`src/rtl/rle_pkg.sv`:
```
package rle_pkg;
    localparam int BYTE_W   = 8;
    localparam int GROUPS   = 3;
    localparam int REP_W    = 8;
    localparam int SAMPLE_W = 32;
    localparam int RUN_W    = REP_W + 1;
    localparam int LANES_W  = GROUPS * BYTE_W;

    typedef struct packed {
        logic [REP_W-1:0]   rep;
        logic [LANES_W-1:0] lanes;
    } rle_rec_t;
endpackage

```
`src/rtl/rle_record_collect.sv`:
```
module rle_record_collect
    import rle_pkg::*;
(
    input  logic              clk,
    input  logic              rst_n,
    input  logic              start_i,
    input  logic              byte_fire_i,
    input  logic [BYTE_W-1:0] byte_i,
    output logic              rec_load_o,
    output rle_rec_t          rec_o
);
    localparam int REC_BYTES = GROUPS + 1;
    localparam int IDX_W     = $clog2(REC_BYTES);
    localparam logic [IDX_W-1:0] LAST_IDX = IDX_W'(REC_BYTES - 1);

    typedef struct packed {
        logic [IDX_W-1:0]   idx;
        logic [LANES_W-1:0] lanes;
    } col_state_t;

    col_state_t state_d, state_q;
    logic       load_d;

    always_comb begin
        state_d = state_q;
        load_d  = 1'b0;
        if (start_i) begin
            state_d.idx = '0;
        end else if (byte_fire_i) begin
            if (state_q.idx == LAST_IDX) begin
                load_d      = 1'b1;
                state_d.idx = '0;
            end else begin
                state_d.lanes[int'(state_q.idx)*BYTE_W +: BYTE_W] = byte_i;
                state_d.idx = state_q.idx + 1'b1;
            end
        end
    end

    always_ff @(posedge clk or negedge rst_n) begin
        if (!rst_n) state_q <= '0;
        else        state_q <= state_d;
    end

    assign rec_load_o  = load_d;
    assign rec_o.rep   = byte_i;
    assign rec_o.lanes = state_q.lanes;

    // a start always brings the next byte back to lane A
    assert_restart_lane_R9: assert property (@(posedge clk) disable iff (!rst_n)
        start_i |=> (state_q.idx == '0));
endmodule

```
`src/rtl/rle_expand.sv`:
```
module rle_expand
    import rle_pkg::*;
#(
    parameter int CNT_W = 16
) (
    input  logic                clk,
    input  logic                rst_n,
    input  logic                start_i,
    input  logic [CNT_W-1:0]    budget_i,
    input  logic                rec_load_i,
    input  rle_rec_t            rec_i,
    input  logic                out_ready_i,
    output logic                in_ready_o,
    output logic                out_valid_o,
    output logic [SAMPLE_W-1:0] out_data_o,
    output logic                done_o,
    output logic [CNT_W-1:0]    written_o
);
    localparam int CMP_W = (CNT_W > RUN_W) ? CNT_W : RUN_W;
    localparam int PAD_W = SAMPLE_W - LANES_W;

    typedef struct packed {
        logic               active;
        logic               done;
        logic               busy;
        logic [RUN_W-1:0]   run;
        logic [CNT_W-1:0]   remain;
        logic [CNT_W-1:0]   written;
        logic [LANES_W-1:0] lanes;
    } exp_state_t;

    exp_state_t       state_d, state_q;
    logic             beat;
    logic [RUN_W-1:0] run_len;
    logic [RUN_W-1:0] run_clip;

    always_comb begin
        run_len  = RUN_W'(rec_i.rep) + 1'b1;
        run_clip = (CMP_W'(run_len) > CMP_W'(state_q.remain))
                   ? RUN_W'(state_q.remain) : run_len;
    end

    assign beat = state_q.busy && out_ready_i;

    always_comb begin
        state_d = state_q;
        if (start_i) begin
            state_d.active  = (budget_i != '0);
            state_d.done    = (budget_i == '0);
            state_d.busy    = 1'b0;
            state_d.run     = '0;
            state_d.remain  = budget_i;
            state_d.written = '0;
        end else if (rec_load_i) begin
            state_d.busy  = 1'b1;
            state_d.run   = run_clip;
            state_d.lanes = rec_i.lanes;
        end else if (beat) begin
            state_d.run     = state_q.run - 1'b1;
            state_d.remain  = state_q.remain - 1'b1;
            state_d.written = state_q.written + 1'b1;
            if (state_q.run == RUN_W'(1)) state_d.busy = 1'b0;
            if (state_q.remain == CNT_W'(1)) begin
                state_d.active = 1'b0;
                state_d.done   = 1'b1;
            end
        end
    end

    always_ff @(posedge clk or negedge rst_n) begin
        if (!rst_n) state_q <= '0;
        else        state_q <= state_d;
    end

    assign in_ready_o  = state_q.active && !state_q.busy;
    assign out_valid_o = state_q.busy;
    assign out_data_o  = {{PAD_W{1'b0}}, state_q.lanes};
    assign done_o      = state_q.done;
    assign written_o   = state_q.written;

    assert_written_step_R6: assert property (@(posedge clk) disable iff (!rst_n)
        (!start_i && state_q.busy && out_ready_i)
        |=> (state_q.written == CNT_W'($past(state_q.written) + 1'b1)));

    assert_hold_on_stall_R8: assert property (@(posedge clk) disable iff (!rst_n)
        (!start_i && state_q.busy && !out_ready_i)
        |=> (state_q.busy && $stable(state_q.lanes)));

    assert_done_quiet_R5: assert property (@(posedge clk) disable iff (!rst_n)
        state_q.done |-> (!state_q.busy && !state_q.active));

    assert_run_in_budget_R4: assert property (@(posedge clk) disable iff (!rst_n)
        state_q.busy |-> (CMP_W'(state_q.run) <= CMP_W'(state_q.remain)));

    assert_start_clears_R9: assert property (@(posedge clk) disable iff (!rst_n)
        start_i |=> (state_q.written == '0 && !state_q.busy));
endmodule

```
`src/rtl/rle_sample_expander.sv`:
```
module rle_sample_expander
    import rle_pkg::*;
#(
    parameter int CNT_W = 16
) (
    input  logic             clk,
    input  logic             rst_n,
    input  logic             start_i,
    input  logic [CNT_W-1:0] budget_i,
    input  logic             in_valid_i,
    input  logic [7:0]       in_data_i,
    output logic             in_ready_o,
    output logic             out_valid_o,
    output logic [31:0]      out_data_o,
    input  logic             out_ready_i,
    output logic             done_o,
    output logic [CNT_W-1:0] written_o
);
    logic     byte_fire;
    logic     rec_load;
    rle_rec_t rec;

    assign byte_fire = in_valid_i && in_ready_o;

    rle_record_collect u_collect (
        .clk         (clk),
        .rst_n       (rst_n),
        .start_i     (start_i),
        .byte_fire_i (byte_fire),
        .byte_i      (in_data_i),
        .rec_load_o  (rec_load),
        .rec_o       (rec)
    );

    rle_expand #(.CNT_W(CNT_W)) u_expand (
        .clk         (clk),
        .rst_n       (rst_n),
        .start_i     (start_i),
        .budget_i    (budget_i),
        .rec_load_i  (rec_load),
        .rec_i       (rec),
        .out_ready_i (out_ready_i),
        .in_ready_o  (in_ready_o),
        .out_valid_o (out_valid_o),
        .out_data_o  (out_data_o),
        .done_o      (done_o),
        .written_o   (written_o)
    );

    // no byte is taken while a sample is waiting at the output
    assert_no_input_while_busy_R7: assert property (@(posedge clk) disable iff (!rst_n)
        out_valid_o |-> !byte_fire);
endmodule

```
`config.mk`:
```
export PLATFORM = sky130hd
export DESIGN_NAME = rle_sample_expander
export DESIGN_NICKNAME = d
export VERILOG_FILES = /design/src/rtl/rle_pkg.sv /design/src/rtl/rle_record_collect.sv /design/src/rtl/rle_expand.sv /design/src/rtl/rle_sample_expander.sv
export SDC_FILE = /design/constraint.sdc
export NUM_CORES = 1
export LEC_CHECK = 0
export ABC_AREA = 1
export CAP_MARGIN = 5
export CELL_PAD_IN_SITES_DETAIL_PLACEMENT = 1
export CELL_PAD_IN_SITES_GLOBAL_PLACEMENT = 2
export CORE_AREA = 5 5 133 135
export DETAILED_ROUTE_END_ITERATION = 16
export DIE_AREA = 0 0 138 140
export HOLD_SLACK_MARGIN = 0.02
export PLACE_DENSITY = 0.9
export SYNTH_ARGS = -nofsm -noshare
export SYNTH_HDL_FRONTEND = slang
export SYNTH_SLANG_ARGS = --single-unit
export TNS_END_PERCENT = 1
```
`constraint.sdc`:
```
create_clock -name clk -period 4.8 [get_ports clk]
set_input_delay 0.96 -clock clk [delete_from_list [all_inputs] [get_ports clk]]
set_output_delay 0.96 -clock clk [all_outputs]
set_load 0.01 [all_outputs]
```
=== Word-level counts from Yosys, hierarchy flattened ===
Cells that the tools add are included.

* Add/sub/neg operators: 6
* Magnitude comparators: 1
* Eq/ne operators: 4
* Shifts and indexed selects: 2
* Muxes and demuxes: 16
* Bitwise operators: 2
* Reductions and logical operators: 16

{| class="wikitable"
|+ Operators by type and width
! operator !! count
|-
| $mux 44 || 2
|-
| $neg 5->33 || 1
|-
| $shift 8x33->24 const A || 1
|-
| $shiftx 8x33->24 || 1
|-
| $mux 32 || 1
|-
| $mux 26 || 1
|-
| $bwmux 24 || 1
|-
| $mux 24 || 1
|-
| $add 16x1->16 const B || 1
|-
| $eq 16x1->1 const B || 1
|-
| $gt 9x16->1 || 1
|-
| $logic_not 16->1 || 1
|-
| $reduce_bool 16->1 || 1
|-
| $sub 16x1->16 const B || 1
|-
| $mux 10 || 1
|-
| $add 8x1->9 const B || 1
|-
| $eq 9x1->1 const B || 1
|-
| $mux 9 || 1
|-
| $sub 9x1->9 const B || 1
|-
| $mux 2 || 4
|-
| $reduce_and 2->1 || 3
|-
| $reduce_and 3->1 || 2
|-
| $reduce_bool 2->1 || 3
|-
| $reduce_bool 3->1 || 2
|-
| other kinds (7) || 13
|}

* Register bits after elaboration: 94
* Bits of input ports: 29
* Output and inout port bits: 51
* Logic and storage cells: 56

=== Longest topological paths before layout ===
* Depth in word-level cells: 7
* Gate-level depth with buffers: 18

=== Cells and area by module ===
From an unflattened synthesis, not the netlist that was laid out.

* Cells, all modules: 747
* Area total of the unflattened synthesis: 5,886.9 um2

{| class="wikitable"
|+ Modules (own cells, without submodules)
! module !! times used !! cells each !! area each (um2) !! sequential area each (um2)
|-
| rle_expand || 1 || 574 || 4,376.7 || 1,701.6
|-
| rle_record_collect || 1 || 171 || 1,502.7 || 650.6
|-
| rle_sample_expander || 1 || 2 || 7.5 || 0.0
|}

=== Least setup slack after synthesis ===
No wires, ideal clock.

* Path kind: input to register
* Start: input in_data_i[0]
* End: register u_expand.state_q[58] (netlist name)
* Setup time: 0.117 ns
* Arrival time: 2.700 ns
* Data required time: 4.683 ns
* Path slack: 1.983 ns
* Stages on the path: 17
* Cell sequence: ha_1 -> nand2_1 -> nor3_1 -> xnor2_1 -> inv_1 -> ha_1 -> nand2_1 -> nor2_1 -> nand2_1 -> nand2_1 -> nand2_2 -> nand2_4 -> nand2_4 -> nand2_1 -> nand3_1 -> nand2_1 -> nand2_1

* Cells in the longest elaborated chain, start to end: 5

{| class="wikitable"
|+ RTL lines
! what !! line !! text
|-
| from (decl) || rle_sample_expander.sv:11 || <nowiki>input logic [7:0] in_data_i,</nowiki>
|-
| $add 8x1->9 * || rle_expand.sv:38 || <nowiki>run_len = RUN_W'(rec_i.rep) + 1'b1;</nowiki>
|-
| $gt 9x16->1 || rle_expand.sv:39 || <nowiki>run_clip = (CMP_W'(run_len) > CMP_W'(state_q.remain))</nowiki>
|-
| $mux 9 * || rle_expand.sv:40 || <nowiki>? RUN_W'(state_q.remain) : run_len;</nowiki>
|-
| $mux 10 * || rle_expand.sv:54 || <nowiki>end else if (rec_load_i) begin</nowiki>
|-
| $mux 44 * || rle_expand.sv:47 || <nowiki>if (start_i) begin</nowiki>
|-
| to (signal assigned) || rle_expand.sv:72 || <nowiki>else state_q <= state_d;</nowiki>
|-
| to (decl) || rle_expand.sv:32 || <nowiki>exp_state_t state_d, state_q;</nowiki>
|}

Every way passes the cells marked *; elsewhere a longest branch is shown, timed or not.
A chain may end at the register's enable or synchronous reset.

=== Worst setup path after layout ===
* Start: input in_data_i[0]
* End: register u_expand.state_q[61] (netlist name)

The elaborated chain is that of the path after synthesis.

==> key figures <==
Outcome
  • Status: finished, final reports clean

STA
  • Final Hold Vio Count: 0
  • Worst slew margin: 0.4100
  • RSZ-0062 raised after global routing: no
  • Hold WS: 489.1 ps
  • Worst slew pin tran: 884.9 ps
  • Layout Skew: 8.888 ps
  • Tcrit/Tclk final: 0.7148
  • Slew Viols, Final: 0
  • TNS Setup: 0 ps
  • Max Freq: 0.2914 GHz
  • Final Critical Period: 3431 ps
  • Setup-failing EPs final: 0

GRT
  • Overflow after GRT: 0
  • Routing usage on met2: 0.2713
  • Number of global-route vias before repair: 5081
  • M1 GR Usage: 0.2031
  • Global Route Usage Sum: 0.1599
  • Largest net degree at the start of global routing: 67
  • Busiest grt layer: met2
  • Met3 usage: 0.02999
  • First-pass GRT wire length: 25630 um
  • Antenna violations before repair: 0

Setup path
  • Worst setup EP type: flop
  • Req. time, crit path: 5040 ps
  • Startpoint types: input pin
  • Crit-path max FO: 10
  • CP arrival: 3670 ps
  • R2R Path Start: u_collect.state_q[24]$_DFFE_PN0P_
  • Beginning of the critical path: in_data_i[0]
  • CP Class: in -> reg
  • R2R depth: 10

Floorplan
  • Initial Util: 0.3437
  • Rows: 47
  • Core Box Area: 16350 um2
  • Vert. Die Dim: 140 um
  • # IOs: 80
  • DIE WIDTH: 138 um
  • Die area: 19320 um2

Logic synthesis
  • Netlist cell types: 46
  • Seq/Total Area, Yosys: 0.4186
  • Synth Area in Compound Gates: 0.1196
  • Synth Area in Adders: 0.04453
  • Post-synthesis mux area share: 0
  • Xor/xnor share of the synthesized area: 0.01870
  • Synth Area in Simple Gates: 0.2501
  • Post-Syn Area: 5619 um2
  • Top FF cell, synth: dfrtp_1
  • FFs w/ async S/R, synth: 1.000
  • Synthesized area per cell: 8.039 um2
  • Yosys warns: 0
  • Largest family of logic cells by synthesized area: simple AND/OR/NAND/NOR gates
  • Synth Register Bits: 94
  • Post-synth EDFFs: 0
  • Syn Inst Count: 699

Worst hold path
  • HP Class: reg -> reg
  • Hold Path Stages: 2
  • Hold path start: u_expand.out_data_o[19]$_DFFE_PN0P_

Clock network
  • Cells resized by post-CTS repair: 0
  • CTS hold repair buffers: 0
  • H-tree depth: 3
  • Clock-pin slew on the worst setup and hold paths: 70 ps
  • CTS max path bufs: 2
  • CTS root buf: clkbuf_16
  • CTS Buf Count: 9
  • Worst skew pair latency: 350 ps
  • CTS tree: done
  • Number of post-CTS setup repair buffers: 0
  • CTS Sinks: 94

Routing
  • Post-DRT Antenna Nets: 0
  • First-pass DRT Iterations: 4
  • DRT iter0 DRCs: 209
  • Final wirelength: 14980 um
  • DR vias/cell: 4.911
  • Remaining DRCs: 0
  • Routed wire length per instance: 15.70 um
  • Via Count: 4685

Final layout
  • Diodes inserted: 0
  • Area Growth Syn to Fin: 15.65%
  • Layout cells sized above 1: 0.08583
  • Nets: 778

Power
  • Pleak: 0.002965 uW
  • Maximum vdd drop: 0.2680 mV
  • Total power per unit cell area: 334.9 nW/um2

Placed design
  • DP HPWL: 11480 um
  • GP Congestion: 0.8559
  • # port buffers: 71

Run
  • Max-cap violations: 0
==> synth_stat cells (2+ instances only) <==
cell | n | share of area
inv_1 | 91 | 0.061
o21bai_1 | 3 | 0.0040
nor2_1 | 45 | 0.030
o221ai_1 | 5 | 0.0078
a31oi_1 | 3 | 0.0033
buf_2 | 2 | 0.0018
dfrtp_1 | 94 | 0.42
nand2_4 | 4 | 0.0080
nor3_4 | 2 | 0.0058
nand4_1 | 18 | 0.020
clkinv_1 | 2 | 0.0013
o22ai_1 | 4 | 0.0045
or2_2 | 2 | 0.0022
o21ai_1 | 5 | 0.0045
a21oi_1 | 22 | 0.020
nand3_2 | 2 | 0.0036
and3_1 | 2 | 0.0022
xor2_1 | 8 | 0.012
nand2_2 | 5 | 0.0056
buf_6 | 2 | 0.0040
nor2_2 | 6 | 0.0067
o311ai_0 | 2 | 0.0031
ha_1 | 20 | 0.045
nand3_1 | 41 | 0.037
nand2_1 | 138 | 0.092
buf_4 | 49 | 0.065
xnor2_1 | 4 | 0.0062
inv_2 | 6 | 0.0040
nor3_1 | 9 | 0.0080
nor2_8 | 2 | 0.0071
clkbuf_1 | 9 | 0.0060
o211ai_1 | 3 | 0.0040
o21ai_0 | 69 | 0.061
nor2_4 | 8 | 0.016
==> final timing paths <==
check | to | slack [ps]
max | u_expand.state_q[61]$_DFFE_PN0P_ | 1370
min | u_expand.out_data_o[19]$_DFFE_PN0P_ | 490
max reg2reg | u_expand.state_q[63]$_DFFE_PN0P_ | 2490
min reg2reg | u_expand.out_data_o[19]$_DFFE_PN0P_ | 490
max in group asynchronous | u_expand.out_data_o[15]$_DFFE_PN0P_ | 3160
min in group asynchronous | u_expand.out_data_o[1]$_DFFE_PN0P_ | 710
==> cell families (layout without fill, tap and decap cells) <==
logic type,count (synthesis),count (layout)
AND/OR/NAND/NOR,287,287
buffers and inverters,164,192
AO/OA/AOI/OAI,121,121
flip-flops,94,94
adder cells (fa/ha/maj),20,20
XOR/XNOR,12,12
other,1,8
==> through the flow <==
stage                     std cells  setup WS (ps)  instance area (um2)  utilization  power (uW)
final                           954           1369                 6499       0.3975        2176
after global routing            954           1126                 6499       0.3975        2324
after CTS                       954           1386                 6499       0.3975        2211
after detailed placement        938           1029                 6211       0.3799        1492
after global placement          938           1177                 6211       0.3799        1463
after floorplan                 706           1983                 5645            -        1325
==> placed cells by master (no fill, tap or decap), drive strengths merged, types with 5 or more instances in the layout <==
cell type,instances
xor2,8
nand4,18
clkdlybuf4s50,70
nor2,61
nand2,147
inv,102
ha,20
buf,5
a21oi,22
clkinv,5
dfrtp,94
conb,8
nand3,44
o221ai,5
nor3,12
o21ai,74
clkbuf,9
==> metal layers <==
| layer | up-vias | routed length [um] |
|---|---|---|
| li1 | 2274 | - |
| met1 | 2285 | 6826 |
| met2 | 100 | 7241 |
| met3 | 26 | 557 |
| met4 | 0 | 357 |
| met5 | - | 0 |
==> critical path, stage by stage <==
cell and delay, ps:
clkdlybuf4s50_1 590, ha_1 210, nand2_1 80, nor3_1 300, xnor2_1 160, inv_1 80, ha_1 270, nand2_1 70
nor2_1 230, nand2_1 90, nand2_1 70, nand2_2 60, nand2_4 120, nand2_4 100, nand2_1 70, nand3_1 70
nand2_1 70, nand2_1 50
==> area by class of cell <==
class | count | area, um2
repair buffers | 75 | 738.2
flip-flops and latches | 94 | 2352
clock inverters | 7 | 62.56
inverters | 101 | 382.9
multi-input cells | 448 | 2462
well taps | 220 | 275.3
clock buffers | 9 | 225.2
fillers | 2021 | 9849
==> report_power, final <==
part	leakage (uW)	total [uW]	switching [uW]	internal (uW)
clock network	0.000139	705	342	363
logic	0.00161	479	286	193
registers	0.00122	992	72.8	919
total	0.00297	2180	701	1480
Power figures use the tool's default switching activity.
